File: src/rtl/uid_pkg.sv
package uid_pkg;

  // Strobes from the address decoder to the register datapath
  typedef struct packed {
    logic ctrlWr;   // write hits the control register
    logic keyWr;    // write hits the key register
    logic ctrlRd;   // read hits the control register
    logic keyRd;    // read hits the key register
    logic anyRd;    // any read this cycle
    logic badAcc;   // access to an undefined or unaligned address
  } uidStrobes_t;

endpackage

File: src/rtl/uid_ctrl.sv
module uid_ctrl #(
  parameter int ADDR_W   = 10,
  parameter int CTRL_OFF = 'h40,
  parameter int KEY_OFF  = 'h60
) (
  input  logic                 clk,
  input  logic                 rstN,
  input  logic [ADDR_W-1:0]    busAddr,
  input  logic                 busWe,
  input  logic                 busRe,
  output uid_pkg::uidStrobes_t strobes,
  output logic                 busErr
);

  localparam logic [ADDR_W-1:0] CTRL_A = ADDR_W'(CTRL_OFF);
  localparam logic [ADDR_W-1:0] KEY_A  = ADDR_W'(KEY_OFF);

  logic aligned;
  logic hitCtrl;
  logic hitKey;
  logic access;

  always_comb begin
    aligned = (busAddr[1:0] == 2'b00);
    hitCtrl = aligned && (busAddr == CTRL_A);
    hitKey  = aligned && (busAddr == KEY_A);
    access  = busWe || busRe;

    strobes.ctrlWr = busWe && hitCtrl;
    strobes.keyWr  = busWe && hitKey;
    strobes.ctrlRd = busRe && hitCtrl;
    strobes.keyRd  = busRe && hitKey;
    strobes.anyRd  = busRe;
    strobes.badAcc = access && !(hitCtrl || hitKey);
  end

  always_ff @(posedge clk) begin
    if (!rstN) busErr <= 1'b0;
    else       busErr <= strobes.badAcc;
  end


  err_after_access_chk: assert property (@(posedge clk) disable iff (!rstN)
    busErr |-> $past(busWe || busRe));


  unaligned_err_chk: assert property (@(posedge clk) disable iff (!rstN)
    (access && (busAddr[1:0] != 2'b00)) |=> busErr);

endmodule

File: src/rtl/uid_datapath.sv
module uid_datapath #(
  parameter int               DATA_W     = 32,
  parameter int               ID_W       = 128,
  parameter logic [ID_W-1:0]  ID_VALUE   = '0,
  parameter logic [DATA_W-1:0] LOCK_MASK = 'hAC,
  parameter int               FLAG_BIT   = 1
) (
  input  logic                 clk,
  input  logic                 rstN,
  input  uid_pkg::uidStrobes_t strobes,
  input  logic [DATA_W-1:0]    busWdata,
  output logic [DATA_W-1:0]    busRdata
);

  localparam int WORDS = ID_W / DATA_W;
  localparam int IDX_W = (WORDS > 1) ? $clog2(WORDS) : 1;
  localparam int HALF  = DATA_W / 2;
  localparam int SEL_W = HALF - 2;

  logic [DATA_W-1:0] idWord [WORDS];

  genvar g;
  generate
    for (g = 0; g < WORDS; g++) begin : gWords
      assign idWord[g] = ID_VALUE[g*DATA_W +: DATA_W];
    end
  endgenerate

  logic [DATA_W-1:0] ctrlReg;
  logic [DATA_W-1:0] keyReg;
  logic [DATA_W-1:0] ctrlNext;
  logic [SEL_W-1:0]  wordSel;
  logic              unlocked;
  logic              inRange;
  logic [DATA_W-1:0] pickedWord;

  always_comb begin
    ctrlNext           = busWdata;
    ctrlNext[FLAG_BIT] = 1'b0;
    wordSel            = ctrlNext[DATA_W-1:HALF+2];
    unlocked           = ((ctrlNext & LOCK_MASK) == '0);
    inRange            = (int'(wordSel) < WORDS);
    pickedWord         = idWord[wordSel[IDX_W-1:0]];
  end

  always_ff @(posedge clk) begin
    if (!rstN) begin
      ctrlReg <= '0;
      keyReg  <= '0;
    end else if (strobes.ctrlWr) begin
      ctrlReg <= ctrlNext;
      if (unlocked && inRange) keyReg <= pickedWord;
    end
  end

  always_ff @(posedge clk) begin
    if (!rstN)                busRdata <= '0;
    else if (strobes.ctrlRd)  busRdata <= ctrlReg;
    else if (strobes.keyRd)   busRdata <= keyReg;
    else                      busRdata <= '0;
  end


  flag_bit_clear_chk: assert property (@(posedge clk) disable iff (!rstN)
    $past(strobes.ctrlRd) |-> (busRdata[FLAG_BIT] == 1'b0));


  range_hold_chk: assert property (@(posedge clk) disable iff (!rstN)
    (strobes.ctrlWr && (int'(busWdata[DATA_W-1:HALF]) >= 4*WORDS)) |=> $stable(keyReg));


  lock_hold_chk: assert property (@(posedge clk) disable iff (!rstN)
    (strobes.ctrlWr && ((busWdata & LOCK_MASK) != '0)) |=> $stable(keyReg));


  key_write_ignored_chk: assert property (@(posedge clk) disable iff (!rstN)
    (strobes.keyWr && !strobes.ctrlWr) |=> ($stable(keyReg) && $stable(ctrlReg)));


  bad_read_zero_chk: assert property (@(posedge clk) disable iff (!rstN)
    $past(strobes.anyRd && strobes.badAcc) |-> (busRdata == '0));


  idle_zero_chk: assert property (@(posedge clk) disable iff (!rstN)
    !$past(strobes.anyRd) |-> (busRdata == '0));

endmodule

File: src/rtl/uid_readout.sv
module uid_readout #(
  parameter int           ADDR_W   = 10,
  parameter int           DATA_W   = 32,
  parameter int           ID_W     = 128,
  parameter logic [127:0] ID_VALUE = 128'h0
) (
  input  logic              clk,
  input  logic              rstN,
  input  logic [ADDR_W-1:0] busAddr,
  input  logic              busWe,
  input  logic [DATA_W-1:0] busWdata,
  input  logic              busRe,
  output logic [DATA_W-1:0] busRdata,
  output logic              busErr
);

  uid_pkg::uidStrobes_t strobes;

  uid_ctrl #(
    .ADDR_W  (ADDR_W),
    .CTRL_OFF('h40),
    .KEY_OFF ('h60)
  ) uCtrl (
    .clk    (clk),
    .rstN   (rstN),
    .busAddr(busAddr),
    .busWe  (busWe),
    .busRe  (busRe),
    .strobes(strobes),
    .busErr (busErr)
  );

  uid_datapath #(
    .DATA_W   (DATA_W),
    .ID_W     (ID_W),
    .ID_VALUE (ID_VALUE[ID_W-1:0]),
    .LOCK_MASK(DATA_W'('hAC)),
    .FLAG_BIT (1)
  ) uData (
    .clk     (clk),
    .rstN    (rstN),
    .strobes (strobes),
    .busWdata(busWdata),
    .busRdata(busRdata)
  );

endmodule

File: config.mk
export PLATFORM = sky130hd
export DESIGN_NAME = uid_readout
export DESIGN_NICKNAME = d
export VERILOG_FILES = /design/src/rtl/uid_pkg.sv /design/src/rtl/uid_ctrl.sv /design/src/rtl/uid_datapath.sv /design/src/rtl/uid_readout.sv
export SDC_FILE = /design/constraint.sdc
export NUM_CORES = 1
export LEC_CHECK = 0
export CAP_MARGIN = 20
export CORE_MARGIN = 5
export CORE_UTILIZATION = 35
export DETAILED_ROUTE_END_ITERATION = 7
export PLACE_DENSITY = 0.67
export SLEW_MARGIN = 25
export SYNTH_ARGS = -nofsm -noshare
export SYNTH_HDL_FRONTEND = slang
export SYNTH_SLANG_ARGS = --single-unit
File: constraint.sdc
create_clock -name clk -period 1.9 [get_ports clk]
set_input_delay 0.38 -clock clk [delete_from_list [all_inputs] [get_ports clk]]
set_output_delay 0.38 -clock clk [all_outputs]
set_load 0.005 [all_outputs]
==> impl_metrics.tcl <==
set metrics [dict create \
    drt_pass1_iterations 4 \
    startpoint_type "input pin" \
    final-max-slew-violation-count 0 \
    grt_max_degree 38 \
    overflow 0 \
    r2r_end "uData.ctrlReg[8]" \
    dieArea_um2 7854 \
    p_sw_share_pct 18.99 \
    ctsLongestPathBuffers 2 \
    ys_seq_area_share_pct 58.30 \
    whs_endpoint "uData.ctrlReg[23]" \
    power.internal_mw 2.254 \
    synth_top_flop_cell "dfxtp_1" \
    clock_sinks 63 \
    maxCapViolations 0 \
    whs_path_depth 2 \
    syn_nets 257 \
    portBuffers 76 \
    finalSetupViolations 0 \
    num_rows 28 \
    hold_viol 0 \
    synth_most_common_cell "dfxtp_1" \
    worst-setup-path-type "input pin to flip-flop" \
    synth_top_area_share_pct 58.30 \
    p_clk_share_pct 47.2 \
    cts_max_level 3 \
    leakage_nw 1.332 \
    wirelength_um 4907 \
    drt_iter0_markers 48 \
    p_sw_uw 528.4 \
    total_power_mw 2.783 \
    ir_drop_mv 0.5061 \
    grt_pass1_vias 1561 \
    ys_ff_latch 63 \
    chipWidth_um 88.62 \
    synth-edff-count 0 \
    ant_nets 0 \
    cts_tree "yes" \
    power.density_nw_per_um2 819.7 \
    period_needed_ns 1.848 \
    ys_types 18 \
    ys_warn_count 0 \
    nets 345 \
    antenna_found_initial 0 \
    core_area_um2 5956 \
    track_usage_pct 12.22 \
    critPathArrivalTime_ns 2.13 \
    netlist_area_um2 2163 \
    syn_to_final_growth_pct 56.91 \
    hold_buffers 0 \
    cts-root-buf "clkbuf_8" \
    status "finished, final reports clean" \
    drc 0 \
    hold_path.class "flip-flop to flip-flop" \
    critPathMaxFanout 6 \
    drive_gt1_share_pct 12.54 \
    wire_per_inst_um 12.98 \
    r2r_slack_ns 1.29 \
    antennaDiodeCount 0 \
    num_vias 1625 \
    netlist_top_cells_area "dfxtp_1 58%, mux2i_1 14%, nand2_1 11%, and2_1 9.0%, buf_6 1.6%" \
    fillCellCount 529 \
    cp-end-kind "flip-flop" \
    crit_required_ns 2.18 \
    r2r-start "uData.ctrlReg[8]" \
    p_seq_share_pct 47.5 \
    fin_skew_ns 0.007807 \
    async_flop_share_pct 0 \
    grt_pass1_wl_um 7127 \
    clock_latency_ns 0.33 \
    io_pins 79 \
    globalplace.congestion 0.6476 \
    worst_slack_ns 0.05232 \
    rsz0062_at_grt "false" \
    vias_per_cell 4.299 \
    synth_common_cells "63 x dfxtp_1, 62 x nand2_1, 31 x and2_1, 31 x mux2i_1, 8 x clkbuf_1" \
    synth_largest_area_cell "dfxtp_1" \
    ff2ff_path_depth 2 \
    syn-mean-instance-area_um2 10.25 \
    comb_power_share_pct 5.3 \
    cts_buffers 9 \
    min_from "uData.ctrlReg[23]" \
    post-route-period-util_pct 97.25 \
    pre_cts_slack_ns -0.3899 \
    start_util_pct 36.32 \
    fp.dieH_um 88.62 \
    clock.fmax_mhz 541.2 \
    synthCells 211 \
    dp_hpwl_um 3170 \
    path_clk_slew_ns 0.07 \
]
## layout by cell type, fill, tap and decap left out
cell / Yosys / routed
clkdlybuf4s50_1: 0 / 69
dfxtp_1: 63 / 63
nand2_1: 62 / 62
mux2i_1: 31 / 30
and2_1: 31 / 29
clkbuf_8: 0 / 12
dlymetal6s2s_1: 0 / 6
buf_4: 1 / 5
buf_6: 3 / 5
nor4_4: 1 / 2
and2_4: 0 / 2
bufinv_16: 0 / 2
buf_8: 0 / 2
clkbuf_16: 0 / 2
or4b_4: 1 / 1
or4_4: 0 / 1
nand2b_1: 1 / 1
mux2i_2: 0 / 1
nand3b_1: 1 / 1
nor3_1: 1 / 1
o21ai_0: 1 / 1
nor2_1: 1 / 1
conb_1: 1 / 1
clkinv_2: 0 / 1
buf_2: 0 / 1
buf_12: 0 / 1
## power by group through the flow
stage	combinational [mW]	clock [mW]	sequential, mW
4_1_cts	0.149	1.34	1.32
5_1_grt	0.159	1.41	1.32
2_1_floorplan	0.0405	0	1.35
3_5_place_dp	0.147	0	1.35
3_3_place_gp	0.146	0	1.35
6_report	0.147	1.31	1.32
## registers in the layout, indices dropped and copies added (netlist names)
signal          count
uData.busRdata     31
uCtrl.busErr        1
uData.ctrlReg      31
## per-layer routing
metal / track usage (%) / wire [µm] / up-vias
met5: 0 / 0 / -
met4: 6.181 / 73 / 0
met3: 4.562 / 346 / 6
met2: 19.77 / 2307 / 49
met1: 14.12 / 2180 / 730
li1: - / - / 840
## through the flow
stage	hold WS (ns)	instance area, µm²	TNS (ns)	cells	utilization, %
6_report	0.4506	3395	0	378	57.00
5_1_grt	0.4593	3395	0	378	57.00
4_1_cts	0.4529	3248	-0.001863	372	54.54
3_5_place_dp	0.4378	3010	-20.81	357	50.55
3_3_place_gp	0.4358	3010	-19.76	357	50.55
2_1_floorplan	0.4296	2163	0	211	-
## cell families after synthesis
| family | Yosys count | share of synthesized area, % |
|---|---|---|
| simple gates | 101 | 23.31 |
| buf+inv | 14 | 3.644 |
| mux | 31 | 14.34 |
| other cells | 1 | 0.1733 |
| compound gates | 1 | 0.2311 |
| flops | 63 | 58.30 |
## area by class of cell
type	count	area (µm²)	area share, %
Sequential cell	63	1261	37.15
Clock buffer	12	165.2	4.865
Multi-Input combinational cell	134	844.6	24.88
Clock inverter	3	65.06	1.917
Tap cell	75	93.84	2.764
Timing Repair Buffer	91	964.7	28.42
## critical path, stage by stage
cell             delay, ns
clkdlybuf4s50_1       0.39
or4_4                 0.50
buf_4                 0.16
nor4_4                0.21
buf_6                 0.20
clkbuf_16             0.16
and2_4                0.12
## what timing repair did
item	in CTS	in global routing
setup endpoints to repair	18	60
cloned	0	5
pin swaps	0	5
setup buffers	0	1
resized for setup	2	25
endpoints found under the hold margin	0	0
## worst max-delay path by stage
| stage | slack (ns) | to | from |
|---|---|---|---|
| final | 0.05 | uData.busRdata[24] | busAddr[1] |
| after global routing | 0.02 | uData.ctrlReg[7] | busAddr[1] |
| after global placement | -0.36 | uData.ctrlReg[12] | busAddr[3] |
| after detailed placement | -0.39 | uData.ctrlReg[6] | busAddr[3] |
| after CTS | -0.002 | uData.ctrlReg[6] | busAddr[3] |
| after floorplan | 0.1 | uData.ctrlReg[0] | busAddr[3] |
Note: power is estimated with default switching activity, not from simulation.
